--- config.mk ---
export PLATFORM = sky130hd
export DESIGN_NAME = kwdt_top
export DESIGN_NICKNAME = d
export VERILOG_FILES = /design/src/rtl/kwdt_pkg.sv /design/src/rtl/kwdt_ctrl_reg.sv /design/src/rtl/kwdt_key_seq.sv /design/src/rtl/kwdt_timer.sv /design/src/rtl/kwdt_top.sv
export SDC_FILE = /design/constraint.sdc
export NUM_CORES = 1
export LEC_CHECK = 0
export ABC_CLOCK_PERIOD_IN_PS = 2800
export BUFFER_PORTS_ARGS = -buffer_cell sky130_fd_sc_hd__buf_2
export CORE_MARGIN = 1
export CORE_UTILIZATION = 29
export DETAILED_ROUTE_END_ITERATION = 10
export GPL_TIMING_DRIVEN = 1
export HOLD_SLACK_MARGIN = 0.02
export PLACE_DENSITY = 0.5
export RECOVER_POWER = 25
export SYNTH_ARGS = -nofsm -noshare
export SYNTH_HDL_FRONTEND = slang
export SYNTH_HIERARCHICAL = 1
export SYNTH_SLANG_ARGS = --single-unit
--- constraint.sdc ---
create_clock -name clk -period 2.8 [get_ports clk]
set_clock_uncertainty 0.15 [all_clocks]
set_input_delay 0.42 -clock clk [delete_from_list [all_inputs] [get_ports clk]]
set_output_delay 0.42 -clock clk [all_outputs]
set_load 0.1 [all_outputs]
--- src/rtl/kwdt_pkg.sv ---
package kwdt_pkg;
  // control word bit positions; the bench and software decode these
  localparam int unsigned CF_EN      = 0;
  localparam int unsigned CF_SLP     = 1;
  localparam int unsigned CF_SDBG    = 2;
  localparam int unsigned CF_OE      = 3;
  localparam int unsigned CF_ASRT    = 4;
  localparam int unsigned CF_SRQ     = 5;
  localparam int unsigned CF_TMO_LSB = 8;

  // register select values
  localparam logic ADDR_CTRL = 1'b0;
  localparam logic ADDR_SVC  = 1'b1;

  typedef enum logic {
    KS_IDLE  = 1'b0,
    KS_ARMED = 1'b1
  } key_state_e;

  typedef struct packed {
    logic en;
    logic slp;
    logic sdbg;
    logic oe;
    logic asrt;
  } ctrl_flags_t;
endpackage

--- src/rtl/kwdt_ctrl_reg.sv ---
module kwdt_ctrl_reg
  import kwdt_pkg::*;
#(
  parameter int unsigned DATA_W = 16,
  parameter int unsigned TMO_W  = 8
) (
  input  logic              clk,
  input  logic              rst_n,
  input  logic              wr_ctrl,
  input  logic [DATA_W-1:0] wdata,
  output ctrl_flags_t       flags,
  output logic [TMO_W-1:0]  tmo,
  output logic [TMO_W-1:0]  tmo_new,
  output logic              enable_evt,
  output logic              swreq_evt,
  output logic [DATA_W-1:0] rd_word
);
  ctrl_flags_t      flags_q;
  logic [TMO_W-1:0] tmo_q;
  logic             unused_wdata;

  assign tmo_new      = wdata[CF_TMO_LSB +: TMO_W];
  assign enable_evt   = wr_ctrl & wdata[CF_EN] & ~flags_q.en;
  assign swreq_evt    = wr_ctrl & wdata[CF_SRQ];
  assign unused_wdata = ^wdata;

  always_ff @(posedge clk or negedge rst_n) begin
    if (!rst_n) begin
      flags_q <= '0;
      tmo_q   <= '0;
    end else if (wr_ctrl) begin
      flags_q.en   <= flags_q.en | wdata[CF_EN];
      flags_q.slp  <= wdata[CF_SLP];
      flags_q.sdbg <= wdata[CF_SDBG];
      flags_q.oe   <= wdata[CF_OE];
      flags_q.asrt <= wdata[CF_ASRT];
      tmo_q        <= tmo_new;
    end
  end

  always_comb begin
    rd_word                      = '0;
    rd_word[CF_EN]               = flags_q.en;
    rd_word[CF_SLP]              = flags_q.slp;
    rd_word[CF_SDBG]             = flags_q.sdbg;
    rd_word[CF_OE]               = flags_q.oe;
    rd_word[CF_ASRT]             = flags_q.asrt;
    rd_word[CF_TMO_LSB +: TMO_W] = tmo_q;
  end

  assign flags = flags_q;
  assign tmo   = tmo_q;
endmodule

--- src/rtl/kwdt_key_seq.sv ---
module kwdt_key_seq
  import kwdt_pkg::*;
#(
  parameter int unsigned        DATA_W   = 16,
  parameter logic [DATA_W-1:0]  KEY_ARM  = 16'h5555,
  parameter logic [DATA_W-1:0]  KEY_FIRE = 16'hAAAA
) (
  input  logic              clk,
  input  logic              rst_n,
  input  logic              wr_svc,
  input  logic [DATA_W-1:0] wdata,
  input  logic              enabled,
  output logic              pair_done
);
  key_state_e state_q, state_d;

  function automatic key_state_e next_state(input key_state_e s,
                                            input logic [DATA_W-1:0] d);
    if (s == KS_ARMED) return KS_IDLE;
    return (d == KEY_ARM) ? KS_ARMED : KS_IDLE;
  endfunction

  always_comb begin
    state_d = state_q;
    if (!enabled)    state_d = KS_IDLE;
    else if (wr_svc) state_d = next_state(state_q, wdata);
  end

  assign pair_done = enabled & wr_svc & (state_q == KS_ARMED) & (wdata == KEY_FIRE);

  always_ff @(posedge clk or negedge rst_n) begin
    if (!rst_n) state_q <= KS_IDLE;
    else        state_q <= state_d;
  end
endmodule

--- src/rtl/kwdt_timer.sv ---
module kwdt_timer #(
  parameter int unsigned TMO_W = 8,
  localparam int unsigned CNT_W = TMO_W + 1
) (
  input  logic             clk,
  input  logic             rst_n,
  input  logic             tick,
  input  logic             paused,
  input  logic             enabled,
  input  logic             load_enable,
  input  logic [TMO_W-1:0] tmo_enable,
  input  logic             load_service,
  input  logic [TMO_W-1:0] tmo_service,
  output logic [CNT_W-1:0] cnt,
  output logic             expired,
  output logic             expire_evt
);
  logic [CNT_W-1:0] cnt_q;
  logic             expired_q;
  logic             step;
  logic             any_load;

  function automatic logic [CNT_W-1:0] reload_of(input logic [TMO_W-1:0] f);
    return CNT_W'(f) + CNT_W'(1);
  endfunction

  assign any_load   = load_enable | load_service;
  assign step       = tick & enabled & ~paused & ~expired_q & (cnt_q != '0) & ~any_load;
  assign expire_evt = step & (cnt_q == CNT_W'(1));

  always_ff @(posedge clk or negedge rst_n) begin
    if (!rst_n) begin
      cnt_q     <= '0;
      expired_q <= 1'b0;
    end else begin
      if (load_enable)       cnt_q <= reload_of(tmo_enable);
      else if (load_service) cnt_q <= reload_of(tmo_service);
      else if (step)         cnt_q <= cnt_q - CNT_W'(1);
      if (expire_evt) expired_q <= 1'b1;
    end
  end

  assign cnt     = cnt_q;
  assign expired = expired_q;
endmodule

--- src/rtl/kwdt_top.sv ---
module kwdt_top
  import kwdt_pkg::*;
#(
  parameter int unsigned       DATA_W   = 16,
  parameter int unsigned       TMO_W    = 8,
  parameter logic [DATA_W-1:0] KEY_ARM  = 16'h5555,
  parameter logic [DATA_W-1:0] KEY_FIRE = 16'hAAAA
) (
  input  logic              clk,
  input  logic              rst_n,
  input  logic              bus_wr,
  input  logic              bus_addr,
  input  logic [DATA_W-1:0] bus_wdata,
  output logic [DATA_W-1:0] bus_rdata,
  input  logic              tick_half,
  input  logic              lp_active,
  input  logic              dbg_active,
  output logic              rst_req,
  output logic              wdog_n
);
  localparam int unsigned CNT_W = TMO_W + 1;

  // named internal events, also observed by the bound checker
  ctrl_flags_t      flags;
  logic [TMO_W-1:0] tmo_q;
  logic [TMO_W-1:0] tmo_new;
  logic             enable_evt;
  logic             swreq_evt;
  logic [DATA_W-1:0] ctrl_word;
  logic             wr_ctrl;
  logic             wr_svc;
  logic             pair_done;
  logic             service_evt;
  logic             paused;
  logic [CNT_W-1:0] cnt_q;
  logic             expired_q;
  logic             expire_evt;
  logic             rst_req_q;

  assign wr_ctrl = bus_wr & (bus_addr == ADDR_CTRL);
  assign wr_svc  = bus_wr & (bus_addr == ADDR_SVC);

  kwdt_ctrl_reg #(.DATA_W(DATA_W), .TMO_W(TMO_W)) u_ctrl (
    .clk        (clk),
    .rst_n      (rst_n),
    .wr_ctrl    (wr_ctrl),
    .wdata      (bus_wdata),
    .flags      (flags),
    .tmo        (tmo_q),
    .tmo_new    (tmo_new),
    .enable_evt (enable_evt),
    .swreq_evt  (swreq_evt),
    .rd_word    (ctrl_word)
  );

  kwdt_key_seq #(.DATA_W(DATA_W), .KEY_ARM(KEY_ARM), .KEY_FIRE(KEY_FIRE)) u_keys (
    .clk       (clk),
    .rst_n     (rst_n),
    .wr_svc    (wr_svc),
    .wdata     (bus_wdata),
    .enabled   (flags.en),
    .pair_done (pair_done)
  );

  assign service_evt = pair_done & ~expired_q;
  assign paused      = (lp_active & flags.slp) | (dbg_active & flags.sdbg);

  kwdt_timer #(.TMO_W(TMO_W)) u_timer (
    .clk          (clk),
    .rst_n        (rst_n),
    .tick         (tick_half),
    .paused       (paused),
    .enabled      (flags.en),
    .load_enable  (enable_evt),
    .tmo_enable   (tmo_new),
    .load_service (service_evt),
    .tmo_service  (tmo_q),
    .cnt          (cnt_q),
    .expired      (expired_q),
    .expire_evt   (expire_evt)
  );

  always_ff @(posedge clk or negedge rst_n) begin
    if (!rst_n) rst_req_q <= 1'b0;
    else        rst_req_q <= expire_evt | swreq_evt;
  end

  assign rst_req   = rst_req_q;
  assign wdog_n    = ~((expired_q & flags.oe) | flags.asrt);
  assign bus_rdata = (bus_addr == ADDR_CTRL) ? ctrl_word : '0;
endmodule

==> run summary, run 1 <==
Status: finished, violations left
Failing checks: max-slew violations
Count of endpoints failing setup in the final report: 0
First-pass iteration count of the detailed router: 4
Wire length of the first global-routing pass: 7.69 mm
TritonCTS buffer count: 3
Critical Setup Path Class: input port to flop
Wirelength per Cell: 14.3 µm
Share of async-settable or async-resettable flops after synthesis: 100%
Worst ir drop on vdd: 0.281 mV
Total Wirelength: 4.68 mm
Worst hold path cell count: 2
Worst hold-check path type: input port to flop
Global placer's final weighted congestion: 0.836
Summed negative setup slack over all endpoints: 0 ns
Relative slew slack: -21.3%
Worst endpoint required time: 2.80 ns
Kind of start point of the critical path: input port
Per-instance average area after synthesis: 9.36 µm²
Total power: 1300 µW
Initial antenna violation count: 0
Main synth FF type: sky130_fd_sc_hd__dfrtp_1
Average vias per placed instance: 4.69
Number of diodes: 0
Die X-Extent: 85.7 µm
Leakage power total: 0.000943 µW
Capturing element type of the critical path: flop
Period utilisation layout: 82.2%
Crit-path max FO: 12
Time the final worst path needs with I/O delays and setup: 2.30 ns
Aggregate global routing overflow: 0
Number of cell instances on the worst register-to-register path: 7
Largest net degree at the start of global routing: 26
Post-route ant nets: 0
Number of buffers inserted by post-CTS setup repair: 0
Skew-Pair Late Insertion Delay: 0.27 ns
Cells after Synth: 217
List of most frequent post-synthesis cells: sky130_fd_sc_hd__dfrtp_1 (25), sky130_fd_sc_hd__buf_4 (24), sky130_fd_sc_hd__nor2b_1 (14), sky130_fd_sc_hd__nand2_1 (13), sky130_fd_sc_hd__nor2_1 (13)
All-Layer GR Usage: 13.7%
Area contributors post-synth: sky130_fd_sc_hd__dfrtp_1 (31%), sky130_fd_sc_hd__buf_4 (8.9%), sky130_fd_sc_hd__mux2_4 (5.2%), sky130_fd_sc_hd__xor2_1 (5.2%), sky130_fd_sc_hd__nor2b_1 (4.3%)
Top cell type by total area after synthesis: sky130_fd_sc_hd__dfrtp_1
Data arrival, critical path: 2.30 ns
Layout cells sized above 1: 28.9%
CTS tree: yes
Internal power of the cells: 725 µW
Cell chosen for the clock root: sky130_fd_sc_hd__clkbuf_8
I/O pin cnt: 41
FF+latch count, synth: 25
Via count: 1539
H-tree depth reported by CTS: 1
Initial Util: 29.9%
Net switching share of the total power: 44.3%
Fmax: 0.434 GHz
Detailed Place HPWL: 3.66 mm
Pwr per Cell Area: 600 nW/µm²
Fraction of synthesized cell area taken by the top area cell type: 30.8%
Number of buffers inserted for hold repair after clock tree synthesis: 0
Net count reported at finish: 261
Overall die area: 7350 µm²
Library cell with the highest instance count after synthesis: sky130_fd_sc_hd__dfrtp_1
Final hold vios: 0
Number of warnings reported in the yosys synthesis log: 6
Number of unique standard cell types used by synthesis: 52
Maximum Capacitance Violations: 0
Clock input transition at the sequential cells of the worst setup and hold paths: 0.10 ns
Buffers added on ports: 37
DRC: 0
Part of the power in the clock network: 17.2%
Standard-cell rows: 30
Register area share after synthesis: 30.8%
Detailed Route Iter0 Violations: 73
Worst slew pin tran: 1.82 ns
Max clock buf depth: 2
Final Slew Violations: 3
Core Footprint: 6790 µm²
Sequential share of power: 39.4%
Number of enable-type register cells in the synthesized netlist: 0
Count of instances resized after the clock tree is built: 0
Area growth from synthesis to layout: 6.90%
Vias in the first global route: 1544
RSZ-0062 raised after global routing: false
NetSw: 577 µW
Area of the mapped netlist: 2030 µm²
Die outline height: 85.7 µm
Number of clock sinks: 25
Fraction of power consumed by combinational cells: 43.4%
sequential cells by signal (all words and copies together), names as in the netlist:
signal	cells
rst_req	1
u_ctrl/flags	5
u_ctrl/tmo	8
u_keys/state_q	1
u_timer/cnt	9
u_timer/expired	1
path summary, 6_finish.rpt:
check	start	endpoint	slack, ns
min in group asynchronous	rst_n	u_ctrl/tmo[6]$_DFFE_PN0P_	0.31
worst min-delay path	bus_wdata[1]	u_ctrl/flags[3]$_DFFE_PN0P_	0.25
worst max register to register	u_timer/cnt[1]$_DFFE_PN0P_	u_timer/cnt[5]$_DFFE_PN0P_	0.58
max in group asynchronous	rst_n	u_timer/cnt[0]$_DFFE_PN0P_	1.35
worst min register to register	u_ctrl/flags[2]$_DFFE_PN0P_	u_ctrl/flags[2]$_DFFE_PN0P_	0.39
worst max-delay path	bus_wdata[10]	u_timer/cnt[1]$_DFFE_PN0P_	0.50
metrics by stage:
step	instances	worst slack, ns	hold WS (ns)	utilization, %	instance area, µm²
after floorplan	219	0.359	-0.0256	-	2040
after global placement	324	0.294	0.315	31.3	2130
after detailed placement	324	0.245	0.326	31.3	2130
after CTS	328	0.533	0.0242	32.0	2170
after global routing	328	0.292	0.256	32.0	2170
final	328	0.498	0.252	32.0	2170
layout make-up:
| class | instances | area, µm² |
|---|---|---|
| clock buffers | 4 | 45.0 |
| inverters | 4 | 15.0 |
| flip-flops and latches | 25 | 626 |
| multi-input cells | 159 | 1160 |
| well taps | 96 | 120 |
| repair buffers | 40 | 206 |
| fillers | 714 | 4620 |
power groups by stage:
stage	combinational (µW)	clock, µW	sequential [µW]
after global placement	571	0	522
after CTS	569	236	514
final	565	224	513
after floorplan	509	0	490
after global routing	612	253	530
after detailed placement	566	0	521
routing by layer:
metal	track usage (%)	up-vias	part of all wire, %
met1	18.4	717	49
met5	0	-	0
met3	3.27	4	6.1
li1	-	769	-
met4	4.24	0	1.3
met2	21.7	49	44
layout by cell type, fill, tap and decap left out, types with 5 or more instances in the layout:
cell and instances:
sky130_fd_sc_hd__and2b_1 5, sky130_fd_sc_hd__nor3_1 6, sky130_fd_sc_hd__xor2_1 12, sky130_fd_sc_hd__mux2_2 6, sky130_fd_sc_hd__nand3_1 9, sky130_fd_sc_hd__buf_2 36, sky130_fd_sc_hd__dfrtp_1 25, sky130_fd_sc_hd__ha_1 5
sky130_fd_sc_hd__nor2_1 13, sky130_fd_sc_hd__a21oi_1 10, sky130_fd_sc_hd__mux2_4 7, sky130_fd_sc_hd__nand2_1 13, sky130_fd_sc_hd__nor2b_1 14
critical path, cell delays in order:
cell                       delay (ns)
sky130_fd_sc_hd__buf_2           0.14
sky130_fd_sc_hd__and4bb_2        0.31
sky130_fd_sc_hd__nand4_1         0.11
sky130_fd_sc_hd__nor4_1          0.25
sky130_fd_sc_hd__nor2b_1         0.32
sky130_fd_sc_hd__buf_4           0.25
sky130_fd_sc_hd__mux2i_1         0.20
sky130_fd_sc_hd__nor2_1          0.05
sky130_fd_sc_hd__a211oi_1        0.19
sky130_fd_sc_hd__a21oi_1         0.06
logic make-up after synthesis:
group | Yosys count | share of synthesized area [%]
AND/OR/NAND/NOR | 90 | 27.0
buffers and inverters | 35 | 12.5
AO/OA/AOI/OAI | 30 | 10.1
flip-flops | 25 | 30.8
XOR/XNOR | 16 | 6.90
multiplexers | 15 | 9.48
adder cells (fa/ha/maj) | 5 | 3.08
other | 1 | 0.185
Note: power is estimated with default switching activity, not from simulation.
==> run 2: changes to the inputs <==
- ABC_CLOCK_PERIOD_IN_PS: 2800 -> 2400
- clock period: 2.8 -> 2.4 ns (I/O delays scaled with it)
==> run 2 against run 1 <==
  * The flow still finishes with violations (max-slew violations)
  * Cell count is 3.0% higher
  * Critical path depth is 3 lower
  * Clock-buffer cell count decreased by 1
  * Register-to-register slack got worse by 0.32 ns
  * Worst hold slack got worse by 0.067 ns
  * Total power is 17% higher
  * Setup slack got worse by 0.24 ns
  * Die area stayed put
  * Via count up 5.3%
  * Wire length increased by 2.5%
  * Non-clock buffer count up 10
  * Critical path type is now flop to flop
  * Highest routed layer unchanged
==> run summary, run 2 (synthesized netlist as in run 1, its figures left out) <==
Crit-path max FO: 9 (was 12)
Pwr per Cell Area: 682 nW/µm² (was 600 nW/µm²)
Relative slew slack: -21.3% (about the same)
Failing checks: max-slew violations (unchanged)
First-pass iteration count of the detailed router: 4 (unchanged)
Core Footprint: 6790 µm² (unchanged)
Number of cell instances on the worst register-to-register path: 7 (unchanged)
Highest-count cells in the layout ignoring fill and taps: sky130_fd_sc_hd__buf_2 (36), sky130_fd_sc_hd__dfrtp_1 (25), sky130_fd_sc_hd__nor2b_1 (14), sky130_fd_sc_hd__nor2_1 (13), sky130_fd_sc_hd__nand2_1 (13) (unchanged)
Die outline height: 85.7 µm (unchanged)
Maximum Capacitance Violations: 0 (unchanged)
Max FFs per register: 9 (unchanged)
Global placer's final weighted congestion: 0.773 (was 0.836)
Largest stage delay on the critical path: 0.45 ns (was 0.32 ns)
I/O pin cnt: 41 (unchanged)
Aggregate global routing overflow: 0 (unchanged)
Final core area utilization: 32.9% (was 32.0%)
Leakage power total: 0.000977 µW (was 0.000943 µW)
Most frequent standard cell in the layout excluding fill and tap cells: sky130_fd_sc_hd__buf_2 (unchanged)
Via count: 1620 (was 1539)
Crit-path leading delay family: simple AND/OR/NAND/NOR gates (unchanged)
Overall die area: 7350 µm² (unchanged)
CTS tree: yes (unchanged)
Slowest cell on the critical path: sky130_fd_sc_hd__or4b_1 (was sky130_fd_sc_hd__nor2b_1)
Number of clock sinks: 25 (unchanged)
Fmax: 0.467 GHz
Period utilisation layout: 89.3%
Worst hold path cell count: 2 (unchanged)
Critical path cell sequence: inv_1, ha_1, or4b_1, o21ai_2, and2_2, a21oi_1, a21oi_1 (was buf_2, and4bb_2, nand4_1, nor4_1, nor2b_1, buf_4, mux2i_1, nor2_1, a211oi_1, a21oi_1)
Status: finished, violations left (unchanged)
Wire length of the first global-routing pass: 7.80 mm (was 7.69 mm)
Net count reported at finish: 271 (was 261)
Total Wirelength: 4.80 mm (was 4.68 mm)
Summed negative setup slack over all endpoints: 0 ns (unchanged)
R2R Setup Slk: 0.26 ns (was 0.58 ns)
Worst hold-check path type: input port to flop (unchanged)
Clock input transition at the sequential cells of the worst setup and hold paths: 0.09 ns (was 0.10 ns)
Post-route ant nets: 0 (unchanged)
Vias in the first global route: 1561 (was 1544)
Layout cells sized above 1: 30.2% (was 28.9%)
Detailed Route Iter0 Violations: 73 (unchanged)
Cell chosen for the clock root: sky130_fd_sc_hd__clkbuf_8 (unchanged)
RSZ-0062 raised after global routing: false (unchanged)
Initial antenna violation count: 0 (unchanged)
Critical Setup Path Class: flop to flop (was input port to flop)
Count of endpoints failing setup in the final report: 0 (unchanged)
Area growth from synthesis to layout: 9.91% (was 6.90%)
Data arrival, critical path: 2.19 ns (was 2.30 ns)
All-Layer GR Usage: 13.8% (was 13.7%)
Buffers added on ports: 37 (unchanged)
Final Slew Violations: 3 (unchanged)
Time the final worst path needs with I/O delays and setup: 2.14 ns
Standard-cell rows: 30 (unchanged)
Worst slew pin tran: 1.82 ns (about the same)
Detailed Place HPWL: 3.78 mm (was 3.66 mm)
DRC: 0 (unchanged)
Skew-Pair Late Insertion Delay: 0.27 ns (about the same)
Die X-Extent: 85.7 µm (unchanged)
Number of diodes: 0 (unchanged)
Stages on worst setup path: 7 (was 10)
Wirelength per Cell: 14.2 µm (was 14.3 µm)
Initial Util: 29.9% (unchanged)
Worst Path Buf+Inv: 1 (was 2)
Kind of start point of the critical path: flop (was input port)
TritonCTS buffer count: 3 (unchanged)
Worst endpoint required time: 2.44 ns (was 2.80 ns)
Largest net degree at the start of global routing: 26 (unchanged)
Capturing element type of the critical path: flop (unchanged)
Average vias per placed instance: 4.79 (was 4.69)
H-tree depth reported by CTS: 1 (unchanged)
Worst ir drop on vdd: 0.401 mV (was 0.281 mV)
Max clock buf depth: 2 (unchanged)
Final hold vios: 0 (unchanged)
Most prevalent standard cell on the critical path: sky130_fd_sc_hd__a21oi_1
==> run 2: cell count changes in the layout (fill, tap and decap cells not counted), sizes merged <==
cell and delta:
buf +8, clkinv +1, dlygate4sd3 +1
==> run 2: repair_timing <==
item                                   4_1_cts  5_1_grt
buffers inserted                             0        0
gates resized for setup                      0        1
setup endpoints to repair                    0        1
hold buffers                                 1        0
endpoints found under the hold margin       25        0
==> run 2: per-stage QoR <==
step	std cells	area (µm²)	hold WS, ns	setup slack [ns]	power [µW]
2_1_floorplan	219	2040	-0.0856	0.0215	1170
6_report	338	2230	0.186	0.257	1520
3_3_place_gp	333	2200	0.258	0.0747	1290
5_1_grt	338	2230	0.186	0.0847	1640
4_1_cts	338	2250	0.176	0.159	1560
3_5_place_dp	333	2200	0.256	0.0720	1290
==> run 2: report_power, final <==
group | internal [µW] | total (µW) | switching (µW)
Combinational | 240 | 680 | 440
Clock | 116 | 259 | 142
Sequential | 496 | 586 | 89.9
Total | 852 | 1520 | 672
==> run 2: worst reg2reg max path: stages (launching register included) <==
cell,delay [ns]
sky130_fd_sc_hd__dfrtp_1,0.42
sky130_fd_sc_hd__inv_1,0.14
sky130_fd_sc_hd__ha_1,0.20
sky130_fd_sc_hd__or4b_1,0.45
sky130_fd_sc_hd__o21ai_2,0.21
sky130_fd_sc_hd__and2_2,0.27
sky130_fd_sc_hd__a21oi_1,0.07
sky130_fd_sc_hd__a21oi_1,0.16
==> run 2: metal layers <==
metal  track usage, %  wire length (µm)
met5                0                 0
met3             3.56               276
met1             17.7              2230
met4             2.88                55
met2             23.3              2240
==> run 2: final timing paths <==
path | from | to
setup / recovery | u_timer/cnt[1]$_DFFE_PN0P_ | u_timer/cnt[3]$_DFFE_PN0P_
hold / removal | bus_wdata[0] | u_ctrl/flags[4]$_DFFE_PN0P_
setup reg to reg | u_timer/cnt[1]$_DFFE_PN0P_ | u_timer/cnt[3]$_DFFE_PN0P_
hold reg to reg | u_ctrl/flags[1]$_DFFE_PN0P_ | u_ctrl/flags[1]$_DFFE_PN0P_
max in group asynchronous | rst_n | u_timer/cnt[0]$_DFFE_PN0P_
min in group asynchronous | rst_n | u_timer/cnt[6]$_DFFE_PN0P_
==> run 2: layout make-up <==
| cell class | count | area, µm² |
|---|---|---|
| fillers | 751 | 4560 |
| multi-input cells | 159 | 1150 |
| flip-flops and latches | 25 | 626 |
| repair buffers | 50 | 280 |
| well taps | 96 | 120 |
| clock buffers | 3 | 41.3 |
| inverters | 4 | 15.0 |
| clock inverters | 1 | 5.00 |
